[config.mk]
export PLATFORM = sky130hd
export DESIGN_NAME = irq_rr_dispatch
export DESIGN_NICKNAME = d
export VERILOG_FILES = /design/src/rtl/irq_rr_pkg.sv /design/src/rtl/irq_rr_datapath.sv /design/src/rtl/irq_rr_control.sv /design/src/rtl/irq_rr_dispatch.sv
export SDC_FILE = /design/constraint.sdc
export NUM_CORES = 1
export LEC_CHECK = 0
export BUFFER_PORTS_ARGS = -buffer_cell sky130_fd_sc_hd__buf_2
export CAP_MARGIN = 30
export CORE_MARGIN = 4
export CORE_UTILIZATION = 56
export DETAILED_ROUTE_END_ITERATION = 16
export HOLD_SLACK_MARGIN = 0.08
export PLACE_DENSITY_LB_ADDON = 0.15
export REMOVE_ABC_BUFFERS = 1
export SETUP_SLACK_MARGIN = 0.5
export SYNTH_ARGS = -nofsm -noshare
export SYNTH_HDL_FRONTEND = slang
export SYNTH_SLANG_ARGS = --single-unit
[constraint.sdc]
create_clock -name clk -period 7.15 [get_ports clk]
set_clock_uncertainty 0.05 [all_clocks]
set_input_delay 1.43 -clock clk [delete_from_list [all_inputs] [get_ports clk]]
set_output_delay 1.43 -clock clk [all_outputs]
set_load 0.005 [all_outputs]
[src/rtl/irq_rr_pkg.sv]
package irq_rr_pkg;
  // Strobes from the control module to the datapath, one cycle wide each.
  typedef struct packed {
    logic wrMaskLo;
    logic wrMaskHi;
    logic bitSet;
    logic bitClr;
    logic take;
  } ctrl_t;

  localparam logic [2:0] ADDR_STAT_LO = 3'd0;
  localparam logic [2:0] ADDR_STAT_HI = 3'd1;
  localparam logic [2:0] ADDR_MASK_LO = 3'd2;
  localparam logic [2:0] ADDR_MASK_HI = 3'd3;
  localparam logic [2:0] ADDR_BIT_OP  = 3'd4;
endpackage

[src/rtl/irq_rr_datapath.sv]
module irq_rr_datapath
  import irq_rr_pkg::*;
#(
  parameter int NUM_SRC    = 64,
  parameter int CASCADE_EN = 1,
  parameter int WIN_LO     = 20,
  parameter int WIN_HI     = 25
) (
  input  logic                       clk,
  input  logic                       rstN,
  input  logic [NUM_SRC-1:0]         irqLines,
  input  ctrl_t                      strb,
  input  logic [31:0]                wdata,
  output logic [63:0]                statusFull,
  output logic [63:0]                maskFull,
  output logic [NUM_SRC-1:0]         pendVec,
  output logic                       cpuIrq,
  output logic                       dispFound,
  output logic [$clog2(NUM_SRC)-1:0] dispSrc,
  output logic                       dispExt,
  output logic [$clog2(NUM_SRC)-1:0] dispNum
);
  localparam int PTR_W = $clog2(NUM_SRC);
  localparam logic [PTR_W-1:0] WLO = PTR_W'(WIN_LO);
  localparam logic [PTR_W-1:0] WHI = PTR_W'(WIN_HI);

  logic [NUM_SRC-1:0] status, mask, rot;
  logic [PTR_W-1:0]   ptr, off, sel;
  logic [63:0]        maskNext64;
  logic               anyPend, inWin;

  assign pendVec    = status & mask;
  assign anyPend    = |pendVec;
  assign statusFull = 64'(status);
  assign maskFull   = 64'(mask);

  // Rotate the pending set so the pointer position sits at bit 0.
  always_comb begin
    for (int i = 0; i < NUM_SRC; i++) begin
      logic [PTR_W-1:0] j;
      j = PTR_W'(i) + ptr;
      rot[i] = pendVec[j];
    end
  end

  // Lowest set bit of the rotated vector.
  always_comb begin
    off = '0;
    for (int i = NUM_SRC - 1; i >= 0; i--) begin
      if (rot[i]) off = PTR_W'(i);
    end
  end

  assign sel   = ptr + off;
  assign inWin = (CASCADE_EN != 0) && (sel >= WLO) && (sel <= WHI);

  always_comb begin
    maskNext64 = maskFull;
    if (strb.wrMaskLo) maskNext64[31:0]  = wdata;
    if (strb.wrMaskHi) maskNext64[63:32] = wdata;
    if (strb.bitSet)   maskNext64[wdata[5:0]] = 1'b1;
    if (strb.bitClr)   maskNext64[wdata[5:0]] = 1'b0;
  end

  always_ff @(posedge clk or negedge rstN) begin
    if (!rstN) begin
      status    <= '0;
      mask      <= '0;
      ptr       <= '0;
      cpuIrq    <= 1'b0;
      dispFound <= 1'b0;
      dispSrc   <= '0;
      dispExt   <= 1'b0;
      dispNum   <= '0;
    end else begin
      status <= irqLines;
      mask   <= maskNext64[NUM_SRC-1:0];
      cpuIrq <= anyPend;
      if (strb.take) begin
        dispFound <= anyPend;
        if (anyPend) begin
          dispSrc <= sel;
          dispExt <= inWin;
          dispNum <= inWin ? (sel - WLO) : sel;
          ptr     <= sel + PTR_W'(1);
        end else begin
          dispSrc <= '0;
          dispExt <= 1'b0;
          dispNum <= '0;
        end
      end
    end
  end
endmodule

[src/rtl/irq_rr_control.sv]
module irq_rr_control
  import irq_rr_pkg::*;
(
  input  logic        clk,
  input  logic        rstN,
  input  logic        busEn,
  input  logic        busWe,
  input  logic [2:0]  busAddr,
  input  logic        opSet,
  input  logic        dispReq,
  input  logic [63:0] statusFull,
  input  logic [63:0] maskFull,
  output ctrl_t       strb,
  output logic [31:0] busRdata,
  output logic        dispDone
);
  logic wrEn, rdEn;

  assign wrEn = busEn && busWe;
  assign rdEn = busEn && !busWe;

  always_comb begin
    strb          = '0;
    strb.wrMaskLo = wrEn && (busAddr == ADDR_MASK_LO);
    strb.wrMaskHi = wrEn && (busAddr == ADDR_MASK_HI);
    strb.bitSet   = wrEn && (busAddr == ADDR_BIT_OP) && opSet;
    strb.bitClr   = wrEn && (busAddr == ADDR_BIT_OP) && !opSet;
    strb.take     = dispReq;
  end

  always_comb begin
    busRdata = '0;
    if (rdEn) begin
      case (busAddr)
        ADDR_STAT_LO: busRdata = statusFull[31:0];
        ADDR_STAT_HI: busRdata = statusFull[63:32];
        ADDR_MASK_LO: busRdata = maskFull[31:0];
        ADDR_MASK_HI: busRdata = maskFull[63:32];
        default:      busRdata = '0;
      endcase
    end
  end

  always_ff @(posedge clk or negedge rstN) begin
    if (!rstN) dispDone <= 1'b0;
    else       dispDone <= dispReq;
  end
endmodule

[src/rtl/irq_rr_dispatch.sv]
module irq_rr_dispatch
  import irq_rr_pkg::*;
#(
  parameter int NUM_SRC    = 64,
  parameter int CASCADE_EN = 1,
  parameter int WIN_LO     = 20,
  parameter int WIN_HI     = 25
) (
  input  logic                       clk,
  input  logic                       rstN,
  input  logic [NUM_SRC-1:0]         irqLines,
  input  logic                       busEn,
  input  logic                       busWe,
  input  logic [2:0]                 busAddr,
  input  logic [31:0]                busWdata,
  output logic [31:0]                busRdata,
  input  logic                       dispReq,
  output logic                       dispDone,
  output logic                       dispFound,
  output logic [$clog2(NUM_SRC)-1:0] dispSrc,
  output logic                       dispExt,
  output logic [$clog2(NUM_SRC)-1:0] dispNum,
  output logic                       cpuIrq
);
  ctrl_t              strb;
  logic [63:0]        statusFull, maskFull;
  logic [NUM_SRC-1:0] pendVec;

  irq_rr_control u_ctrl (
    .clk        (clk),
    .rstN       (rstN),
    .busEn      (busEn),
    .busWe      (busWe),
    .busAddr    (busAddr),
    .opSet      (busWdata[7]),
    .dispReq    (dispReq),
    .statusFull (statusFull),
    .maskFull   (maskFull),
    .strb       (strb),
    .busRdata   (busRdata),
    .dispDone   (dispDone)
  );

  irq_rr_datapath #(
    .NUM_SRC    (NUM_SRC),
    .CASCADE_EN (CASCADE_EN),
    .WIN_LO     (WIN_LO),
    .WIN_HI     (WIN_HI)
  ) u_dp (
    .clk        (clk),
    .rstN       (rstN),
    .irqLines   (irqLines),
    .strb       (strb),
    .wdata      (busWdata),
    .statusFull (statusFull),
    .maskFull   (maskFull),
    .pendVec    (pendVec),
    .cpuIrq     (cpuIrq),
    .dispFound  (dispFound),
    .dispSrc    (dispSrc),
    .dispExt    (dispExt),
    .dispNum    (dispNum)
  );
endmodule

; Word level (Yosys, flattened, before mapping)
; Index checks and enable logic that the tools add are counted.
[totals]
reg_bits = 150
elab_cells = 369
mem_count = 0
ramBits = 0
inputBits = 104
mem_bits_ro = 0
latchBits = 0
[classes]
n_reduce_logical = 14
mux = 204
n_eq_ne = 4
div_mod_pow = 0
n_addsub = 66
order_cmp = 68
shift = 0
n_mul = 0
n_bitwise = 4
[ops]
columns = operator, n
row1 = $lt 6x7->1 const B, 65
row2 = $mux 6, 67
row3 = $bmux 1 s6, 64
row4 = $add 6x6->6 const A, 32
row5 = $and 64x64->64, 2
row6 = $mux 64, 2
row7 = $pmux 32 s4, 1
row8 = $add 5x6->6 const A, 16
row9 = $mux 32, 3
row10 = $mux 1, 66
row11 = $not 64->64, 1
row12 = $or 64x64->64, 1
row13 = $reduce_or 64->1, 1
row14 = $add 4x6->6 const A, 8
row15 = $add 3x6->6 const A, 4
row16 = $add 2x6->6 const A, 2
row17 = $logic_and 1x1->1, 9
row18 = $add 1x6->6 const A, 1
row19 = $add 6x1->6 const B, 1
row20 = $add 6x6->6, 1
row21 = $demux 1 s6, 1
row22 = $eq 3x2->1 const B, 2
row23 = $ge 6x1->1 const B, 1
row24 = $ge 6x5->1 const B, 1
row25 = 7 further kinds, 8

; Depth between registers and ports, before layout
[logic_depth]
depth_word = 72
depth_mapped = 32

; Cells and area by module
; From an unflattened synthesis, not the netlist that was laid out.
[hier_totals]
hier_cells = 1640
area_unflattened_um2 = 16806.1
[by_module_without_submodules]
columns = module, instances, cells_each, area_per_inst_um2
row1 = irq_rr_datapath, 1, 1518, 15579.9
row2 = irq_rr_control, 1, 122, 1226.2

; Worst setup path before layout
; No wires, ideal clock.
[synth_timing]
kind = reg2reg
start = register u_dp.ptr[1]
end = register u_dp.dispNum[3]
t_required_ns = 6.974
path_buffers = 3
arrival_ns = 6.736
path_slack_ns = 0.238
path_stages_with_launch = 27
path_cell_list = dfrtp_1 buf_2 inv_1 buf_2 buf_2 ha_1 xor2_2 mux4_2 mux4_2 mux2i_1 or4_1 o211ai_1 nand4bb_1 a21o_1 a221oi_1 ha_1 fa_1 xor2_1 inv_1 ha_1 a21oi_1 a21oi_1 a21oi_1 nand2_1 or4b_4 and2_1 a221o_1
[synth_via]
elab_chain_len = 72
elab_cells_between_ends = 262
[synth_rtl]
columns = element, line
row1 = start: declaration, irq_rr_datapath.sv:28  ; logic [PTR_W-1:0] ptr, off, sel;
row2 = start signal: assignment, irq_rr_datapath.sv:85  ; ptr <= sel + PTR_W'(1);
row3 = $add 6x6->6, irq_rr_datapath.sv:41  ; j = PTR_W'(i) + ptr;
row4 = $bmux 1 s6, irq_rr_datapath.sv:42  ; rot[i] = pendVec[j];
row5 = $mux 1 (not written as such), irq_rr_datapath.sv:42
row6 = $mux 6 (64 in series), irq_rr_datapath.sv:50  ; if (rot[i]) off = PTR_W'(i);
row7 = $add 6x6->6 (*), irq_rr_datapath.sv:54  ; assign sel = ptr + off;
row8 = $ge 6x5->1 or $le 6x5->1 (tied branches), irq_rr_datapath.sv:55  ; assign inWin = (CASCADE_EN != 0) && (sel >= WLO) && (sel <= WHI);
row9 = $logic_and 1x1->1, irq_rr_datapath.sv:55
row10 = $mux 6 (*), irq_rr_datapath.sv:84  ; dispNum <= inWin ? (sel - WLO) : sel;
row11 = $mux 6 (*), irq_rr_datapath.sv:81  ; if (anyPend) begin
row12 = end signal: assignment, irq_rr_datapath.sv:84
row13 = end: declaration, irq_rr_datapath.sv:21  ; output logic [$clog2(NUM_SRC)-1:0] dispNum
; Every way passes the cells marked *; elsewhere a longest branch is shown, timed or not. The select of a mux whose other input is x is not followed.
; A chain may end at the register's enable or synchronous reset.

; Worst setup path in the final report
[layout_timing]
start = register u_dp.ptr[0]
end = register u_dp.dispNum[3]
; Same word-level chain as after synthesis.

==> out/metrics.yaml <==
synthesis:
  synth_edf_count: 0
  synth-seq-area-share_pct: 21.7
  synth_top_cell_area_share_pct: 21.7
  ys_ff_latch: 148
  syn_area_um2: 17000
  yosys.area.top_type: "dfrtp_1"
  avgSynthCellArea_um2: 9.47
  synth_cell_types: 77
  dominantRegCellSynth: "dfrtp_1"
  syn_inst: 1799
  synth.area.top_cells: "dfrtp_1 22%, mux4_2 21%, mux2i_1 7.3%"
  synth_warnings: 0
  synthArstFlopShare_pct: 100
cts:
  h-tree-depth: 4
  cts_tree: "yes"
  postCtsHoldBufs: 0
  clockRootBuffer: "clkbuf_16"
  path_clk_slew_ps: 70
  clock_path_buffers: 2
  clock-sinks: 148
  clk_latency_ps: 450
  numCtsBuffers: 17
grt:
  globalRouteMet2Util_pct: 61.4
  grt_util_met3_pct: 10.4
  track_usage_pct: 41.1
  grt_pass1_wl_mm: 104
  grtUsageMet1_pct: 53.9
  top_usage_layer: "met2"
  gr-total-overflow: 0
  grt_pass1_vias: 16900
  grt_antenna_before_repair: 0
  grt_start_max_net_pins: 100
sta:
  max_slew.worst_pin.slew_ps: 933
  hold_ws_ps: 429
  setup_viol: 0
  final_max_slew_viol_count: 0
  min_period_ps: 6480
  min_period_over_period_pct: 90.6
  hold_viol: 0
  slew_headroom_pct: 37.8
  rsz0062_at_grt: "no"
  max_freq_ghz: 0.154
routing:
  vias: 17800
  avgRoutedWirePerCell_um: 29.7
  dr.pass1.iters: 9
  drt_wl_total_mm: 70.3
  ant_nets: 0
  routed_via_density: 7.49
  drtIter0Drc: 2464
  drc: 0
critical_path:
  required_ps: 7440
  worst-path-buf-inv: 5
  critPathKind: "reg -> reg"
  critical_path_arrival_ps: 6770
  cp_top_family: "simple AND/OR/NAND/NOR gates"
  start_kind: "flop"
  slowest_delay_ps: 580
  cp_max_fo: 10
  r2r_setup_slack_ps: 670
  cp_slowest_cell: "or4b_4"
  endpoint_kind: "flop"
cells_and_area:
  drive_above_1_share_pct: 30.7
  diodes: 0
  nNetsFinal: 2102
  synthToLayoutAreaGrowth_pct: 16.9
  fin_cells: 2369
  fin_util_pct: 66.8
place:
  place_inst: 2296
  gp_congestion: 1.08
  port-buffer-count: 151
  dp_hpwl_mm: 53.5
worst_hold_path:
  hold_path.class: "reg -> reg"
die:
  die_area_um2: 33300
  core_um2: 29800
  start_util_pct: 57.2
  pin_count: 152
  die_w_um: 182
  rows: 63
  die_h_um: 182
job:
  cap_violations: 0
outcome:
  status: "completed"
## worst paths after layout
path,startpoint,to,depth (start not counted)
max,u_dp.ptr[0]$_DFFE_PN0P_,u_dp.dispNum[3]$_DFFE_PN0P_,25
min,u_dp.dispFound$_DFFE_PN0P_,u_dp.dispFound$_DFFE_PN0P_,1
max reg2reg,u_dp.ptr[0]$_DFFE_PN0P_,u_dp.dispNum[3]$_DFFE_PN0P_,25
min reg2reg,u_dp.dispFound$_DFFE_PN0P_,u_dp.dispFound$_DFFE_PN0P_,1
max in group asynchronous,rstN,u_dp.ptr[0]$_DFFE_PN0P_,2
min in group asynchronous,rstN,u_dp.maskFull[62]$_DFF_PN0_,1
## registers in the layout, summed over array words and instances, names as in the netlist, 4 cells and up
signal           cells
u_dp.statusFull     64
u_dp.ptr             6
u_dp.dispNum         6
u_dp.dispSrc         4
u_dp.maskFull       64
## synth_stat cells, types with 5 or more instances
cell type	n
nand2_1	179
o31a_1	13
or4bb_1	8
inv_1	24
a31oi_1	6
buf_2	29
nand3_1	79
nor4_1	12
a21o_1	6
a22oi_1	66
or2_2	9
mux2i_1	125
nor2b_1	13
nor2_1	68
and2_1	39
and4_1	6
buf_1	18
o21ai_0	118
ha_1	31
dfrtp_1	148
a211oi_1	13
nor3_1	20
buf_4	12
mux2_2	27
nand4b_1	17
a21oi_1	75
o21a_1	8
o21ai_1	34
o211ai_1	68
a21boi_0	15
nand2b_1	12
buf_6	6
o22ai_1	6
xnor2_1	47
xor2_1	16
nand4_1	58
clkbuf_1	74
mux4_2	162
nand3b_1	8
or3b_2	5
o2111ai_1	53
## worst register-to-register path: stages (launching register included)
cell,delay [ps]
dfrtp_4,570
ha_2,280
xnor2_4,200
buf_4,250
o2111ai_1,160
nand4_1,360
buf_4,270
buf_4,130
mux4_2,460
mux2i_2,290
o21ai_0,150
and4b_1,230
a21o_1,200
a221oi_4,330
ha_2,250
fa_2,460
inv_2,80
ha_1,150
inv_1,40
a21oi_1,140
a21oi_1,60
a21oi_1,120
nand2_1,100
or4b_4,580
and2_4,190
a221o_1,280
## metal layers
layer	wire length, um	part of all wire [%]	vias up
met5	0	0	-
met4	5860	8.3	0
met3	8150	12	296
met2	30700	44	1380
met1	25700	36	8597
li1	-	-	7480
## metrics by stage
step	worst slack (ps)	TNS (ps)	cell area, um2
2_1_floorplan	-5870	-81470	16400
3_3_place_gp	335	0	18500
3_5_place_dp	291	0	18500
4_1_cts	517	0	19300
5_1_grt	453	0	19900
6_report	670	0	19900
## layout by cell type (no fill, tap or decap), types with 9 or more instances in the layout
| cell | synthesis | final |
|---|---|---|
| o21ai_0 | 118 | 111 |
| xor2_1 | 16 | 12 |
| o31a_1 | 13 | 13 |
| nor4_1 | 12 | 12 |
| nand2_1 | 179 | 179 |
| nor2b_1 | 13 | 11 |
| inv_1 | 24 | 21 |
| mux4_2 | 162 | 162 |
| a21boi_0 | 15 | 15 |
| or2_2 | 9 | 9 |
| nor2_1 | 68 | 68 |
| nand3_1 | 79 | 76 |
| clkbuf_16 | 0 | 20 |
| o211ai_1 | 68 | 68 |
| mux2_2 | 27 | 27 |
| ha_1 | 31 | 28 |
| buf_4 | 12 | 120 |
| o21ai_1 | 34 | 36 |
| nand4_1 | 58 | 58 |
| xnor2_1 | 47 | 39 |
| a22oi_1 | 66 | 65 |
| and2_1 | 39 | 37 |
| a211oi_1 | 13 | 10 |
| a21oi_1 | 75 | 73 |
| dfrtp_1 | 148 | 145 |
| nand2b_1 | 12 | 11 |
| o2111ai_1 | 53 | 52 |
| buf_2 | 29 | 150 |
| mux2i_2 | 0 | 13 |
| mux2i_1 | 125 | 107 |
| nor3_1 | 20 | 19 |
| nand4b_1 | 17 | 17 |
## area by class of cell
cell class / instances / area [um2]
fill: 2446 / 9890
clock inverter: 15 / 218
tap: 390 / 488
inverter: 28 / 120
sequential: 148 / 3710
multi-input combinational: 1484 / 13000
clock buffer: 17 / 425
timing repair buffer: 287 / 1970
## repair_timing
action,4_1_cts,5_1_grt
resized for setup,20,73
setup buffers,3,35
pin swaps,6,22
gates cloned,0,3
setup endpoints to repair,3,4
## cells by family after synthesis
group / after synthesis / synth area share [%]
adder cells (fa/ha/maj): 32 / 2.39
flip-flops: 148 / 21.7
XOR/XNOR: 67 / 3.62
buffers and inverters: 167 / 4.42
multiplexers: 314 / 30.6
AND/OR/NAND/NOR: 556 / 17.2
AO/OA/AOI/OAI: 515 / 20.0
Power is not shown: default switching activity piles up to over one toggle a cycle in this logic, so the estimate is an artifact.
